### config.mk
export PLATFORM = sky130hd
export DESIGN_NAME = irq_prio_ctrl
export DESIGN_NICKNAME = d
export VERILOG_FILES = /design/src/rtl/irq_pkg.sv /design/src/rtl/irq_pend.sv /design/src/rtl/irq_regs.sv /design/src/rtl/irq_arb.sv /design/src/rtl/irq_take.sv /design/src/rtl/irq_prio_ctrl.sv
export SDC_FILE = /design/constraint.sdc
export NUM_CORES = 1
export LEC_CHECK = 0
export BUFFER_PORTS_ARGS = -buffer_cell sky130_fd_sc_hd__buf_2
export CAP_MARGIN = 20
export CORE_MARGIN = 4
export CORE_UTILIZATION = 43
export CTS_CLUSTER_DIAMETER = 150
export DETAILED_ROUTE_END_ITERATION = 7
export PLACE_DENSITY_LB_ADDON = 0.15
export SYNTH_ARGS = -nofsm -noshare
export SYNTH_HDL_FRONTEND = slang
export SYNTH_SLANG_ARGS = --single-unit
export TNS_END_PERCENT = 10
### constraint.sdc
create_clock -name clk -period 3.55 [get_ports clk]
set_input_delay 0.355 -clock clk [delete_from_list [all_inputs] [get_ports clk]]
set_output_delay 0.355 -clock clk [all_outputs]
set_load 0.1 [all_outputs]
### src/rtl/irq_pkg.sv
package irq_pkg;
  localparam int SW_W      = 16;
  localparam int PRIV_BIT  = 15;
  localparam int PRIO_LSB  = 8;
  localparam int PRIO_W    = 3;
  localparam int CC_W      = 3;

  localparam logic [SW_W-1:0] SW_KEEP_MASK =
    (SW_W'(1) << PRIV_BIT) | (SW_W'((1 << PRIO_W) - 1) << PRIO_LSB) | SW_W'((1 << CC_W) - 1);

  localparam logic [SW_W-1:0] SW_RESET = SW_W'(1) << PRIV_BIT;

  typedef struct packed {
    logic              hit;
    logic [PRIO_W-1:0] prio;
    logic [7:0]        vec;
  } take_t;

  function automatic logic [PRIO_W-1:0] sw_prio(input logic [SW_W-1:0] sw);
    return sw[PRIO_LSB +: PRIO_W];
  endfunction
endpackage

### src/rtl/irq_pend.sv
module irq_pend #(
  parameter int NSRC = 4
) (
  input  logic            clk,
  input  logic            rst_n,
  input  logic [NSRC-1:0] req_i,
  input  logic [NSRC-1:0] clr_i,
  output logic [NSRC-1:0] pend_o
);
  logic [NSRC-1:0] pend_q;

  for (genvar g = 0; g < NSRC; g++) begin : g_src
    always_ff @(posedge clk) begin
      if (!rst_n)
        pend_q[g] <= 1'b0;
      else if (req_i[g])
        pend_q[g] <= 1'b1;
      else if (clr_i[g])
        pend_q[g] <= 1'b0;
    end
  end

  assign pend_o = pend_q;
endmodule

### src/rtl/irq_regs.sv
module irq_regs
  import irq_pkg::*;
#(
  parameter int NSRC = 4
) (
  input  logic            clk,
  input  logic            rst_n,
  input  logic            en_wr_i,
  input  logic [NSRC-1:0] en_data_i,
  input  logic            psr_wr_i,
  input  logic [SW_W-1:0] psr_data_i,
  output logic [NSRC-1:0] en_o,
  output logic [SW_W-1:0] psr_o
);
  logic [NSRC-1:0] en_q;
  logic [SW_W-1:0] psr_q;

  always_ff @(posedge clk) begin
    if (!rst_n)
      en_q <= '0;
    else if (en_wr_i)
      en_q <= en_data_i;
  end

  always_ff @(posedge clk) begin
    if (!rst_n)
      psr_q <= SW_RESET;
    else if (psr_wr_i)
      psr_q <= psr_data_i & SW_KEEP_MASK;
  end

  assign en_o  = en_q;
  assign psr_o = psr_q;
endmodule

### src/rtl/irq_arb.sv
module irq_arb
  import irq_pkg::*;
#(
  parameter int         NSRC      = 4,
  parameter int         PRIO_BASE = 4,
  parameter logic [7:0] VEC_BASE  = 8'h40,
  localparam int        IDX_W     = (NSRC > 1) ? $clog2(NSRC) : 1
) (
  input  logic [NSRC-1:0]   elig_i,
  output logic              win_valid_o,
  output logic [IDX_W-1:0]  win_idx_o,
  output logic [PRIO_W-1:0] win_prio_o,
  output logic [7:0]        win_vec_o
);
  logic [PRIO_W-1:0] prio_tab [NSRC];
  logic [7:0]        vec_tab  [NSRC];

  for (genvar g = 0; g < NSRC; g++) begin : g_tab
    assign prio_tab[g] = PRIO_W'(PRIO_BASE + g);
    assign vec_tab[g]  = VEC_BASE + 8'(g);
  end

  // Priority rises with the source index, so the highest set bit wins.
  always_comb begin
    win_valid_o = 1'b0;
    win_idx_o   = '0;
    for (int i = 0; i < NSRC; i++) begin
      if (elig_i[i]) begin
        win_valid_o = 1'b1;
        win_idx_o   = IDX_W'(i);
      end
    end
  end

  assign win_prio_o = win_valid_o ? prio_tab[win_idx_o] : '0;
  assign win_vec_o  = win_valid_o ? vec_tab[win_idx_o]  : '0;
endmodule

### src/rtl/irq_take.sv
module irq_take
  import irq_pkg::*;
(
  input  logic              clk,
  input  logic              rst_n,
  input  logic              boundary_i,
  input  logic              win_valid_i,
  input  logic [PRIO_W-1:0] win_prio_i,
  input  logic [7:0]        win_vec_i,
  input  logic [PRIO_W-1:0] run_prio_i,
  output take_t             take_o
);
  take_t take_q, take_d;

  always_comb begin
    take_d = '0;
    if (boundary_i && win_valid_i && (win_prio_i > run_prio_i)) begin
      take_d.hit  = 1'b1;
      take_d.prio = win_prio_i;
      take_d.vec  = win_vec_i;
    end
  end

  always_ff @(posedge clk) begin
    if (!rst_n)
      take_q <= '0;
    else
      take_q <= take_d;
  end

  assign take_o = take_q;
endmodule

### src/rtl/irq_prio_ctrl.sv
module irq_prio_ctrl
  import irq_pkg::*;
#(
  parameter int         NSRC      = 4,
  parameter int         PRIO_BASE = 4,
  parameter logic [7:0] VEC_BASE  = 8'h40
) (
  input  logic              clk,
  input  logic              rst_n,
  input  logic [NSRC-1:0]   req_i,
  input  logic [NSRC-1:0]   clr_i,
  input  logic              en_wr_i,
  input  logic [NSRC-1:0]   en_data_i,
  input  logic              psr_wr_i,
  input  logic [SW_W-1:0]   psr_data_i,
  input  logic              boundary_i,
  output logic [NSRC-1:0]   pend_o,
  output logic [SW_W-1:0]   psr_o,
  output logic              take_o,
  output logic [PRIO_W-1:0] take_prio_o,
  output logic [7:0]        take_vec_o
);
  localparam int IDX_W = (NSRC > 1) ? $clog2(NSRC) : 1;

  logic [NSRC-1:0]   pend_q;
  logic [NSRC-1:0]   en_q;
  logic [SW_W-1:0]   psr_q;
  logic              win_valid;
  logic [IDX_W-1:0]  win_idx;
  logic [PRIO_W-1:0] win_prio;
  logic [7:0]        win_vec;
  take_t             take_q;

  irq_pend #(.NSRC(NSRC)) u_pend (
    .clk(clk), .rst_n(rst_n), .req_i(req_i), .clr_i(clr_i), .pend_o(pend_q)
  );

  irq_regs #(.NSRC(NSRC)) u_regs (
    .clk(clk), .rst_n(rst_n),
    .en_wr_i(en_wr_i), .en_data_i(en_data_i),
    .psr_wr_i(psr_wr_i), .psr_data_i(psr_data_i),
    .en_o(en_q), .psr_o(psr_q)
  );

  irq_arb #(.NSRC(NSRC), .PRIO_BASE(PRIO_BASE), .VEC_BASE(VEC_BASE)) u_arb (
    .elig_i(pend_q & en_q),
    .win_valid_o(win_valid), .win_idx_o(win_idx),
    .win_prio_o(win_prio), .win_vec_o(win_vec)
  );

  irq_take u_take (
    .clk(clk), .rst_n(rst_n), .boundary_i(boundary_i),
    .win_valid_i(win_valid), .win_prio_i(win_prio), .win_vec_i(win_vec),
    .run_prio_i(sw_prio(psr_q)), .take_o(take_q)
  );

  assign pend_o      = pend_q;
  assign psr_o       = psr_q;
  assign take_o      = take_q.hit;
  assign take_prio_o = take_q.prio;
  assign take_vec_o  = take_q.vec;
endmodule

# Yosys cells after proc, flatten, opt, wreduce, memory -nomap -nowiden

Index checks and enable logic that the tools add are counted.

Logic and storage cells: 45
Bits in registers: 27
Input port bits: 33
Output and inout bits: 32

Reduce and logical (&&, ||, !) cells: 8
Bitwise operators: 2
Mux-type cells: 24
Order comparisons: 2

Operator list:

| kind                                                      | count |
|---|---|
| 8-bit 2-to-1 mux                                          | 3 |
| 8-bit binary-select mux with 2-bit select                 | 1 |
| 1-bit 2-to-1 mux                                          | 13 |
| 12-bit 2-to-1 mux                                         | 1 |
| 3-bit 2-to-1 mux                                          | 3 |
| 2-bit nonzero test                                        | 4 |
| 3-bit binary-select mux with 2-bit select                 | 1 |
| 4-bit bitwise AND                                         | 1 |
| 2-bit 2-to-1 mux                                          | 2 |
| 3-bit greater-or-equal comparator (second input constant) | 1 |
| 3-bit greater-than comparator                             | 1 |
| 2-bit inverter with 3-bit output                          | 1 |
| 3-bit AND reduction                                       | 1 |
| 1-bit logical AND                                         | 2 |
| 2-bit AND reduction                                       | 1 |

# Longest topological paths before layout

Gate-level depths: netlist of run 1.

Word-level depth: 12
Depth in mapped cells: 6
Depth with buffers taken out: 6

# By module

A second synthesis of run 1 with hierarchy kept.

Cell total of the unflattened synthesis: 115
Area, all modules: 1252.5 um^2

By module, submodules not included:

| module        | area each (um^2) | cells an instance | times used | seq. area each (um^2) |
|---|---|---|---|---|
| irq_regs      | 490.5            | 46                | 1          | 220.2 |
| irq_take      | 461.7            | 37                | 1          | 240.2 |
| irq_pend      | 165.2            | 12                | 1          | 80.1 |
| irq_arb       | 110.1            | 16                | 1          | 0.0 |
| irq_prio_ctrl | 25.0             | 4                 | 1          | 0.0 |

# Worst setup path before layout of run 1

OpenSTA, ideal clock, no wires.

Path kind: register -> register
From: register u_pend.pend_q[2] (netlist: u_pend.pend_o[2])
To: register, netlist name u_take.take_o[10]
Period minus slack after synthesis: 2.234 ns
Data required time: 3.411 ns
Arrival: 2.095 ns
Buffers on the path: 0
Cell stages (with the launch flop): 6
Setup slack: 1.316 ns
Setup time: 0.139 ns
Cell sequence: dfxtp_1 a22o_2 ha_1 nor2b_1 o311ai_2 nor3b_1

Longest elaborated chain between the ends: 11
Elaborated cells between the ends (all ways): 14
Classes of those cells: order compare (1); mux (8); bitwise (2); reduce/logical (3)

Ends and longest elaborated chain:

| element                                                    | line                | RTL |
|---|---|---|
| start, declared                                            | irq_pend.sv:10      | `logic [NSRC-1:0] pend_q;` |
| start signal, assigned by index                            | irq_pend.sv:15      | `pend_q[g] <= 1'b0;` |
| start signal, assigned by index                            | irq_pend.sv:17      | `pend_q[g] <= 1'b1;` |
| start signal, assigned by index                            | irq_pend.sv:19      | `pend_q[g] <= 1'b0;` |
| 4-bit bitwise AND (*)                                      | irq_prio_ctrl.sv:46 | `.elig_i(pend_q & en_q),` |
| 2-bit 2-to-1 mux (*) (2 in a row)                          | irq_arb.sv:28       | `if (elig_i[i]) begin` |
| via u_arb.win_idx_o[1]                                     | irq_arb.sv:11       | `output logic [IDX_W-1:0] win_idx_o,` |
| 2-bit inverter with 3-bit output (implied by the code) (*) | irq_arb.sv:35       | `assign win_prio_o = win_valid_o ? prio_tab[win_idx_o] : '0;` |
| 3-bit binary-select mux with 2-bit select (*)              | irq_arb.sv:35       |  |
| 3-bit 2-to-1 mux (implied by the code) (*) (2 in a row)    | irq_arb.sv:35       |  |
| 3-bit 2-to-1 mux (*)                                       | irq_arb.sv:35       |  |
| 3-bit greater-than comparator                              | irq_take.sv:17      | `if (boundary_i && win_valid_i && (win_prio_i > run_prio_i)) begin` |
| 1-bit logical AND                                          | irq_take.sv:17      |  |
| 2-bit AND reduction (no source line)                       | --                  |  |

Mark *: on every way through the listed nets, which the timed path passes. The rest lies on a longest branch. The select of a mux whose other input is x is not followed.
A chain may end at the register's enable or synchronous reset.

# Worst setup path in the final report of run 1

From: register u_pend.pend_q[2] (netlist: u_pend.pend_o[2])
To: register, netlist name u_take.take_o[11]

Longest elaborated chain between the ends: 11
Elaborated cells between the ends (all ways): 14
Classes of those cells: order compare (1); mux (9); bitwise (2); reduce/logical (2)

Ends and longest elaborated chain:

| element                                                | line                | RTL |
|---|---|---|
| 4-bit bitwise AND                                      | irq_prio_ctrl.sv:46 |  |
| 2-bit 2-to-1 mux (2 in a row)                          | irq_arb.sv:28       |  |
| via u_arb.win_idx_o[1]                                 | irq_arb.sv:11       |  |
| 2-bit inverter with 3-bit output (implied by the code) | irq_arb.sv:35       |  |
| 3-bit binary-select mux with 2-bit select              | irq_arb.sv:35       |  |
| 3-bit 2-to-1 mux (implied by the code) (2 in a row)    | irq_arb.sv:35       |  |
| 3-bit 2-to-1 mux                                       | irq_arb.sv:35       |  |
| via u_arb.win_prio_o[2]                                | irq_arb.sv:12       | `output logic [PRIO_W-1:0] win_prio_o,` |
| 3-bit greater-than comparator                          | irq_take.sv:17      |  |
| 1-bit logical AND                                      | irq_take.sv:17      |  |
| 12-bit 2-to-1 mux                                      | irq_take.sv:17      |  |

The timed path passes the listed nets, and every way through them passes these cells. The select of a mux whose other input is x is not followed.

==> impl_metrics.yaml, run 1 <==
outcome:
  status: "completed"
worst_setup_path:
  end_kind: "flop"
  slowest_stage: "o311ai_2"
  critPathMaxStageDelay_ps: 500
  ff2ff_path_depth: 5
  worstPathArrival_ps: 2090
  worst-r2r-setup-slack_ps: 1640
  cp_cell_sequence: "a22o_2 > a221o_1 > ha_1 > o311ai_2 > nor3b_1"
  reg2reg_from: "u_pend.pend_o[2]"
  required_ps: 3730
  critical_path.max_fanout: 7
  reg2reg_to: "u_take.take_o[11]"
  startpoint: "u_pend.pend_o[2]"
  start_kind: "flop"
  criticalPathCategory: "flop to flop"
logic_synthesis:
  syn_avg_cell_area_um2: 10.6
  synth_area_leaders: "dfxtp_1 46%, mux2i_1 12%, buf_4 11%, nor2b_1 9.2%, ha_1 3.9%"
  yosys.area.top_type_share_pct: 46.2
  synth_seq_cells: 22
  synth_cells: 90
  netlist.top_cell.by_area: "dfxtp_1"
  ys_seq_area_share_pct: 46.2
  ys_warn_count: 0
  netlist_area_um2: 953
  ys_types: 20
worst_hold_path:
  hold_start: "req_i[2]"
  min_to: "u_pend.pend_o[2]"
  hp-class: "primary input to flop"
  hold_depth: 2
routing:
  avgViaCountPerCell: 4.44
  vias: 701
  drtIter0Drc: 3
  post-route-drc-count: 0
  ant_nets: 0
  drt-total-wl_um: 1740
  drtPass1Iterations: 4
  wl_per_cell_um: 11.0
grt:
  antenna_found_initial: 0
  grt_pass1_vias: 628
  gr-usage-all-layers_pct: 12.4
  grt_max_degree: 17
  use_met1_pct: 13.9
  use_met2_pct: 20.7
  grt_most_used_layer: "met2"
  grt_pass1_wl_um: 2620
  gr-usage-met3_pct: 3.49
  grt.overflow.total: 0
cells_and_area:
  layout-drive-gt1-share_pct: 36.6
  final_cell_mix: "41 x buf_2, 22 x dfxtp_1, 14 x nor2b_1, 14 x conb_1, 11 x mux2i_1"
  layout.nets: 168
  area_growth_pct: 21.7
  final_common_cell: "buf_2"
  fill_cells: 195
  final_util_pct: 56.8
  ff_latch_area_um2: 440
  multi_input_area_um2: 437
  diodes: 0
power_and_ir_drop:
  leakage_nw: 0.578
  worst_ir_drop_vdd_mv: 0.392
  powerDensity_nw_per_um2: 511
placement:
  hpwlAfterDp_um: 1390
  gp_congestion: 0.647
  post-place-ws_ps: 1660
  portBuffers: 41
sta:
  fin_crit_ps: 1910
  clock.fmax_ghz: 0.523
  drv_slew: 0
  rsz0062_at_grt: "no"
  worst_slack_ps: 1640
  fin_crit_sh_pct: 53.9
  finClkSkew_ps: 4.27
  fin_hold_ws_ps: 260
  setup-violations-final: 0
  fin_setup_tns_ps: 0
  hold_violations: 0
floorplan:
  ios: 65
  die-area_um2: 3030
  initial_utilization_pct: 46.7
  die-width_um: 55.1
  fp.coreArea_um2: 2040
  rows: 16
  die_h_um: 55.1
cts:
  insertion_delay_ps: 300
  numCtsBuffers: 3
  cts_setup_buffers: 0
  cts_buffer_depth: 2
  holdBufCountCts: 0
  tritoncts: "yes"
  htreeDepth: 1
  cts_resized: 0
  path_clk_slew_ps: 110
  clkSinkCount: 22
  cts-root-buf: "clkbuf_4"
run:
  cap_violations: 0
## how the worst max path moves through the flow
stage / endpoint / slack (ps) / cells past startpoint
detailed placement: u_take.take_o[10] / 1660 / 5
finish: u_take.take_o[11] / 1640 / 5
global route: u_take.take_o[1] / 1550 / 5
floorplan: u_take.take_o[10] / 1320 / 5
global placement: u_take.take_o[1] / 1690 / 5
CTS: u_take.take_o[10] / 1640 / 5
## logic make-up after synthesis
group                    after synthesis  synth area share [%]
AND/OR/NAND/NOR                       25                  16.4
flip-flops                            22                  46.2
buffers and inverters                 19                  13.1
multiplexers                          11                  11.5
AO/OA/AOI/OAI                          9                  8.40
adder cells (fa/ha/maj)                3                  3.94
other                                  1                 0.393
## critical path: cells and delay by family (launching register included)
family / cells / cell delay [ps]
adder cells (fa/ha/maj): 1 / 220
AND/OR/NAND/NOR: 1 / 110
AO/OA/AOI/OAI: 3 / 1100
flip-flops: 1 / 360
## sequential cells by signal, summed over array words and instances (netlist names)
name / flops
u_regs.en_o: 4
u_pend.pend_o: 4
u_take.take_o: 7
u_regs.psr_o: 7
## final cells by class
type                    count  area share, %
clock buffers               4           3.13
multi-input cells          62           37.6
flip-flops and latches     22           38.0
well taps                  27           2.91
repair buffers             41           17.7
inverters                   2          0.647
## metal layers
layer	vias up	routed length, um
li1	362	-
met1	301	697
met2	34	806
met3	4	197
met4	0	34
met5	-	0
## power by group
group          internal [W]  switching [W]  total, W
Clock             0.0000625      0.0000701  0.000133
Combinational     0.0000352       0.000158  0.000194
Sequential         0.000258     0.00000766  0.000266
## stage by stage
step           cells  total power, W  cell area [um^2]
6_report         158        0.000592              1160
5_1_grt          158        0.000618              1160
4_1_cts          158        0.000598              1160
3_5_place_dp     154        0.000465              1120
3_3_place_gp     154        0.000463              1120
2_1_floorplan    103        0.000449              1000
## cell usage after synthesis
master    instances
dfxtp_1          22
buf_4            14
nor2b_1          14
mux2i_1          11
nor3b_1           5
o21a_1            4
ha_1              3
clkbuf_1          2
inv_1             2
nand2_1           2
nor3_1            2
a221o_1           1
a22o_2            1
a32oi_1           1
buf_2             1
conb_1            1
nand3_1           1
nor2b_2           1
o21ai_1           1
o311ai_2          1
No activity file was read; power rests on OpenSTA's default activity.
==> run 2, diff against run 1 <==
CORE_UTILIZATION = 36   (was 43)
clock period = 1.7 ns   (was 3.55 ns; I/O delays follow)
==> impl_metrics.yaml, run 2 (synthesis results as in run 1) <==
outcome:
  status: "finished, violations left"
  violations: "negative setup slack"
sta:
  worst_slack_ps: -46.8
  fin_crit_ps: 1750
  finClkSkew_ps: 6.32
  fin_crit_sh_pct: 103
  clock.fmax_ghz: 0.572
  rsz0062_at_grt: "yes"
  drv_slew: 0
  setup-violations-final: 7
  hold_violations: 0
cells_and_area:
  layout.nets: 175
  final_common_cell: "buf_2"
  final_cell_mix: "41 x buf_2, 14 x nor2b_1, 14 x conb_1, 14 x dfxtp_1, 11 x mux2i_1"
  area_growth_pct: 37.7
  diodes: 0
  fin_area_um2: 1310
  layout-drive-gt1-share_pct: 50.7
  instances_no_fill: 168
  fill_cells: 233
grt:
  grt_max_degree: 17
  grt.overflow.total: 0
  grt_pass1_wl_um: 3150
  antenna_found_initial: 0
  grt_pass1_vias: 738
  gr-usage-all-layers_pct: 11.9
worst_setup_path:
  required_ps: 1900
  reg2reg_from: "u_pend.pend_o[2]"
  end_kind: "flop"
  critical_path.max_fanout: 7
  start_kind: "flop"
  startpoint: "u_pend.pend_o[2]"
  worstPathArrival_ps: 1950
  criticalPathCategory: "flop to flop"
  worst-r2r-setup-slack_ps: -50
placement:
  portBuffers: 41
  dpl.cell_count: 161
  hpwlAfterDp_um: 1550
  postPlaceCellArea_um2: 1190
  gp_congestion: 0.636
routing:
  wl_per_cell_um: 11.8
  ant_nets: 0
  drtPass1Iterations: 2
  drtIter0Drc: 14
  drt-total-wl_um: 1980
  vias: 749
  avgViaCountPerCell: 4.46
  post-route-drc-count: 0
cts:
  insertion_delay_ps: 310
  path_clk_slew_ps: 120
  numCtsBuffers: 3
  cts_buffer_depth: 2
  cts-root-buf: "clkbuf_4"
  holdBufCountCts: 0
  htreeDepth: 1
  tritoncts: "yes"
  clkSinkCount: 22
worst_hold_path:
  hp-class: "primary input to flop"
  hold_start: "req_i[0]"
power_and_ir_drop:
  p_int_w: 0.000825
  p_clk_share_pct: 24.8
  leakage_nw: 0.637
  p_switching_w: 0.000528
  seq_power_share_pct: 41.1
  powerDensity_nw_per_um2: 1030
  worst_ir_drop_vdd_mv: 0.557
  comb_power_share_pct: 34.1
  netSwitchingFraction_pct: 39.0
floorplan:
  ios: 65
  die-width_um: 59.5
  die-area_um2: 3540
  fp.coreArea_um2: 2500
  initial_utilization_pct: 38.1
  rows: 18
  die_h_um: 59.5
run:
  cap_violations: 0
## run 2: worst max-delay path: stages, from the launching register on
cell,delay [ps]
dfxtp_4,360
a22o_4,260
a221o_1,330
ha_4,210
o311ai_4,270
buf_6,170
nor3b_1,50
## run 2: metrics by stage
stage | power (W) | setup slack, ps | setup TNS (ps) | utilization, % | hold slack [ps]
4_1_cts | 0.00135 | 0.973 | 0 | 50.8 | 57.9
2_1_floorplan | 0.000950 | -70.4 | -448 | - | 293
6_report | 0.00135 | -46.8 | -271 | 52.5 | 67.4
5_1_grt | 0.00142 | -76.1 | -484 | 52.5 | 50.2
3_5_place_dp | 0.000997 | -37.6 | -187 | 47.8 | 387
3_3_place_gp | 0.000990 | -4.26 | -13.7 | 47.8 | 380
## run 2: final cells by class
type / count / area [um^2] / share of cell area (%)
inverters: 2 / 7.51 / 0.572
flip-flops and latches: 22 / 455 / 34.7
multi-input cells: 62 / 503 / 38.3
repair buffers: 48 / 262 / 19.9
clock buffers: 4 / 47.5 / 3.62
well taps: 30 / 37.5 / 2.86
## run 2: final timing paths
kind | end | cells after the start
worst max register to register | u_take.take_o[1] | 6
worst min-delay path | u_pend.pend_o[0] | 2
worst max-delay path | u_take.take_o[1] | 6
worst min register to register | u_regs.psr_o[15] | 2
## run 2: timing repair
item / 4_1_cts / 5_1_grt
buffers inserted: 1 / 2
pin swaps: 1 / 4
endpoints found under the setup margin: 7 / 7
resized for setup: 3 / 6
## run 2: routing by layer
| layer | GRT usage [%] | up-vias | share of wire, % |
|---|---|---|---|
| met4 | 4.85 | 0 | 1.6 |
| met5 | 0 | - | 0 |
| met2 | 20.3 | 31 | 51 |
| li1 | - | 373 | - |
| met3 | 3.05 | 4 | 8.8 |
| met1 | 13.9 | 341 | 39 |
## run 2: power by group through the flow
stage	Clock [W]	Combinational, W	Sequential (W)
3_3_place_gp	0	0.000424	0.000567
3_5_place_dp	0	0.000430	0.000568
2_1_floorplan	0	0.000249	0.000702
6_report	0.000336	0.000462	0.000556
5_1_grt	0.000372	0.000484	0.000560
4_1_cts	0.000349	0.000446	0.000556
